### src/rtl/mc_datapath.sv
module mc_datapath #(
  parameter int DW  = 32,
  parameter int RAW = 5
) (
  input  logic          clk,
  input  logic          rst_n,
  input  logic          pc_wr,
  input  logic          pc_src,
  input  logic          ir_wr,
  input  logic          addr_sel,
  input  logic          reg_wr,
  input  logic          dst_sel,
  input  logic          wb_sel,
  input  logic          srca_sel,
  input  logic [1:0]    srcb_sel,
  input  logic [2:0]    alu_op,
  input  logic [DW-1:0] mem_rdata,
  output logic [DW-1:0] mem_addr,
  output logic [DW-1:0] mem_wdata,
  output logic [5:0]    opcode,
  output logic [5:0]    funct,
  output logic          zero
);
  localparam int NREG = 1 << RAW;
  localparam int IMMW = 16;

  logic [DW-1:0] pc, ir, mdr, a_q, b_q, res_q;
  logic [DW-1:0] rf [NREG];
  logic [DW-1:0] opa, opb, res, imm_x, wd;
  logic [RAW-1:0] rs, rt, rd, wa;

  assign rs     = ir[25:21];
  assign rt     = ir[20:16];
  assign rd     = ir[15:11];
  assign opcode = ir[31:26];
  assign funct  = ir[5:0];
  assign imm_x  = {{(DW-IMMW){ir[IMMW-1]}}, ir[IMMW-1:0]};

  assign wa = dst_sel ? rd : rt;
  assign wd = wb_sel ? mdr : res_q;

  assign opa = srca_sel ? a_q : pc;
  always_comb begin
    case (srcb_sel)
      2'd0:    opb = b_q;
      2'd1:    opb = DW'(4);
      2'd2:    opb = imm_x;
      default: opb = imm_x << 2;
    endcase
  end

  always_comb begin
    case (alu_op)
      3'b010:  res = opa + opb;
      3'b110:  res = opa - opb;
      3'b000:  res = opa & opb;
      3'b001:  res = opa | opb;
      3'b111:  res = {{(DW-1){1'b0}}, $signed(opa) < $signed(opb)};
      default: res = '0;
    endcase
  end

  assign zero      = (res == '0);
  assign mem_addr  = addr_sel ? res_q : pc;
  assign mem_wdata = b_q;

  always_ff @(posedge clk or negedge rst_n) begin
    if (!rst_n) begin
      pc    <= '0;
      ir    <= '0;
      mdr   <= '0;
      a_q   <= '0;
      b_q   <= '0;
      res_q <= '0;
    end else begin
      if (pc_wr) pc <= pc_src ? res_q : res;
      if (ir_wr) ir <= mem_rdata;
      mdr   <= mem_rdata;
      a_q   <= (rs == '0) ? '0 : rf[rs];
      b_q   <= (rt == '0) ? '0 : rf[rt];
      res_q <= res;
    end
  end

  always_ff @(posedge clk or negedge rst_n) begin
    if (!rst_n) begin
      for (int i = 0; i < NREG; i++) rf[i] <= '0;
    end else if (reg_wr && wa != '0) begin
      rf[wa] <= wd;
    end
  end


  ir_hold_chk: assert property (@(posedge clk) disable iff (!rst_n)
    !ir_wr |=> $stable(ir));

  ir_load_chk: assert property (@(posedge clk) disable iff (!rst_n)
    ir_wr |=> ir == $past(mem_rdata));

  mdr_cap_chk: assert property (@(posedge clk) disable iff (!rst_n)
    1'b1 |=> mdr == $past(mem_rdata));

  pc_hold_chk: assert property (@(posedge clk) disable iff (!rst_n)
    !pc_wr |=> $stable(pc));

  pc_tgt_chk: assert property (@(posedge clk) disable iff (!rst_n)
    (pc_wr && pc_src) |=> pc == $past(res_q));

  r0_read_chk: assert property (@(posedge clk) disable iff (!rst_n)
    (rs == '0) |=> a_q == '0);
endmodule

### config.mk
export PLATFORM = sky130hd
export DESIGN_NAME = mc_datapath
export DESIGN_NICKNAME = d
export VERILOG_FILES = /design/src/rtl/mc_datapath.sv
export SDC_FILE = /design/constraint.sdc
export NUM_CORES = 2
export LEC_CHECK = 0
export ABC_AREA = 1
export BUFFER_PORTS_ARGS = -buffer_cell sky130_fd_sc_hd__buf_4
export CORE_MARGIN = 2
export CORE_UTILIZATION = 40
export DETAILED_ROUTE_END_ITERATION = 7
export PLACE_DENSITY = 0.63
export SYNTH_ARGS = -nofsm -noshare
export SYNTH_HDL_FRONTEND = slang
export SYNTH_SLANG_ARGS = --single-unit
### constraint.sdc
create_clock -name clk -period 8.7 [get_ports clk]
set_input_delay 1.74 -clock clk [delete_from_list [all_inputs] [get_ports clk]]
set_output_delay 1.74 -clock clk [all_outputs]
set_load 0.01 [all_outputs]
==> results.yml <==
cells_and_area:
  areaGrowthSynthToFinish_pct: 9.44
  drive_gt1_frac: 0.0643
  fin_nets: 9124
grt:
  grt.total_usage: 0.321
  grt_pass1_vias: 63500
  grt_antenna_before_repair: 10
  grt_max_degree: 183
  grt_first_pass_wirelength_um: 421000
  grt.overflow.total: 0
run_status:
  status: "finished, final reports clean"
critical_path:
  crit_type: "in -> out"
  end_kind: "output pin"
  required_ns: 6.96
  arrival_ns: 6.08
  crit_fanout: 15
  start_kind: "input port"
synth:
  synth-edff-count: 0
  syn_area_um2: 68700
  ys_warn_count: 0
  synthDistinctLibCells: 50
  synth_fp_nets: 9541
  avgSynthCellArea_um2: 7.31
  yosysSeqAreaShare: 0.443
  synthCells: 9396
  async_flop_share: 1.00
  ys_ff_latch: 1216
  synthFlopType: "dfrtp_1"
timing:
  hold_viol: 0
  max_freq_ghz: 0.128
  tightest_slew_ns: 1.22
  report.final.slew_viol_count: 0
  fin_crit_sh: 0.899
  fin_crit_ns: 7.82
  hold_slack_ns: 0.400
  rsz0062_at_grt: "false"
  setup_viol: 0
  slew_headroom: 0.183
  fin_skew_ns: 0.0370
  tns_ns: 0
floorplan:
  die-area_um2: 175000
  ios: 124
  die_width_um: 418
  coreArea_um2: 171000
  start_util: 0.401
  die_h_um: 418
  rows: 152
detailed_routing:
  wl_met2_um: 124000
  vias: 68600
  wire_per_inst_um: 25.4
  drt-total-wl_um: 288000
  drc_errors: 0
  ant_nets: 0
  viasPerCell: 6.05
  dr.first_iter.drc_count: 10300
  first_pass_iters: 6
  maxUsedRoutingLayer: "met5"
  wl_met3_um: 32900
  wl_met1_um: 113000
hold_path:
  hold_class: "reg -> reg"
power:
  p_per_area_nw_per_um2: 283
  vdd_drop_max_mv: 0.212
  leakage_nw: 33.9
clocking:
  cts.sinks: 1216
  cts.clk_slew.worst_paths_ns: 0.05
  postCtsResizedCells: 0
  cts_root_buf: "clkbuf_16"
  post_cts_buffers: 0
  tritoncts: "yes"
  cts-htree-levels: 4
  clockBufferDepth: 3
  holdBufCountCts: 0
  cts_buffers: 136
  clkLatencyLatePin_ns: 0.82
flow_run:
  maxCapViolCount: 0
placed_design:
  numPortBuffers: 123
  dp_hpwl_um: 168000
  gp_congestion: 0.974
-- layout by cell type (no fill, tap or decap), types with 21 or more instances in the layout --
master     count
o22ai_1      119
inv_1        808
o211ai_1     140
clkbuf_1      25
nand3_1      417
o21ai_0     1893
nor2_1       844
a31oi_1       61
clkbuf_16    139
o221ai_1      63
o21ai_1      109
dfrtp_1     1206
a21oi_1      901
a221oi_1      25
ha_1          96
nand2_1     1670
a311oi_1      26
clkbuf_8      36
nor2_4        21
buf_4        258
-- layer usage --
| metal | track usage | up-vias |
|---|---|---|
| met3 | 0.0731 | 908 |
| met5 | 0.00306 | - |
| li1 | - | 30500 |
| met4 | 0.182 | 10 |
| met2 | 0.481 | 4417 |
| met1 | 0.427 | 32700 |
-- kinds of logic after synthesis --
family,count (synthesis),share of synthesized area
compound gates,3384,0.263
xor+xnor,1,0.000128
fa+ha+maj,98,0.0181
buf+inv,1664,0.0962
flops,1216,0.443
mux,8,0.00131
simple gates,3025,0.178
-- through the flow --
stage	area (um2)	power, mW	setup slack [ns]	std cells	utilization
after CTS	75100	21.1	1.05	11300	0.439
final	75200	21.3	0.881	11300	0.439
after global routing	75100	22.5	0.570	11300	0.439
after detailed placement	70400	15.0	1.08	11100	0.411
after floorplan	68700	12.8	2.34	9396	-
after global placement	70400	14.8	1.00	11100	0.411
-- state kept, by name, summed over array words and instances (netlist names) --
| register | flops |
|---|---|
| rf | 1024 |
| a_q | 32 |
| ir | 32 |
| mdr | 32 |
| mem_wdata | 32 |
| pc | 32 |
| res_q | 32 |
-- path summary, 6_finish.rpt --
check,cells past startpoint,end,from,slack (ns)
min,0,rf[1006],rf[1006],0.40
max,26,zero,srcb_sel[1],0.88
max in group asynchronous,3,rf[4],rst_n,5.97
max reg2reg,9,mem_wdata[22],ir[18],3.82
min reg2reg,0,rf[1006],rf[1006],0.40
min in group asynchronous,1,rf[487],rst_n,0.96
-- Yosys cell counts (11+ instances only) --
library cell / n / area share
ha_1: 96 / 0.017
inv_2: 14 / 0.00077
nor2_1: 849 / 0.046
o221ai_1: 63 / 0.0080
nor3_1: 14 / 0.0010
nand4_1: 18 / 0.0016
clkinv_1: 13 / 0.00071
a311oi_1: 26 / 0.0033
o211ai_1: 140 / 0.015
clkbuf_2: 17 / 0.0012
nand2_1: 1682 / 0.092
nor2_4: 16 / 0.0026
o21a_1: 11 / 0.0012
a21oi_1: 901 / 0.066
o22ai_1: 119 / 0.011
nand3_1: 419 / 0.031
a31oi_1: 61 / 0.0056
inv_1: 811 / 0.044
buf_4: 39 / 0.0043
o21ai_1: 96 / 0.0070
dfrtp_1: 1216 / 0.44
buf_2: 156 / 0.011
buf_1: 41 / 0.0022
o21ai_0: 1909 / 0.14
a221oi_1: 25 / 0.0032
o311ai_0: 12 / 0.0015
clkbuf_1: 573 / 0.031
-- where the power goes --
part           leakage [nW]  switching, mW  internal [mW]
logic                  16.5           4.19           2.06
clock network          2.32           2.57           3.57
registers              15.1           1.31           7.57
-- critical path, cell delays in order --
cell and delay, ns:
buf_4 0.19, inv_1 0.09, nor2_1 0.10, buf_4 0.20, inv_1 0.09, o22ai_1 0.23
ha_1 0.20, buf_4 0.16, inv_1 0.08, fa_1 0.45, inv_1 0.13, nand2_1 0.08
o21ai_0 0.42, nand2_1 0.15, nand2_1 0.20, nand2_1 0.14, nand2_1 0.09, nand2_1 0.05
nand3_1 0.08, nand3_1 0.14, nor2_1 0.14, nand2_1 0.11, nor2_1 0.14, nand2_1 0.17
nor2_1 0.32, buf_4 0.19
-- area by class of cell --
class | instances | area, um2
sequential | 1216 | 30500
inverter | 838 | 3190
fill | 17200 | 96000
tap | 2233 | 2790
clock inverter | 46 | 638
timing repair buffer | 271 | 2200
multi-input combinational | 6516 | 31800
clock buffer | 200 | 4070
antenna | 7 | 17.5
(Power assumes the default switching activity.)
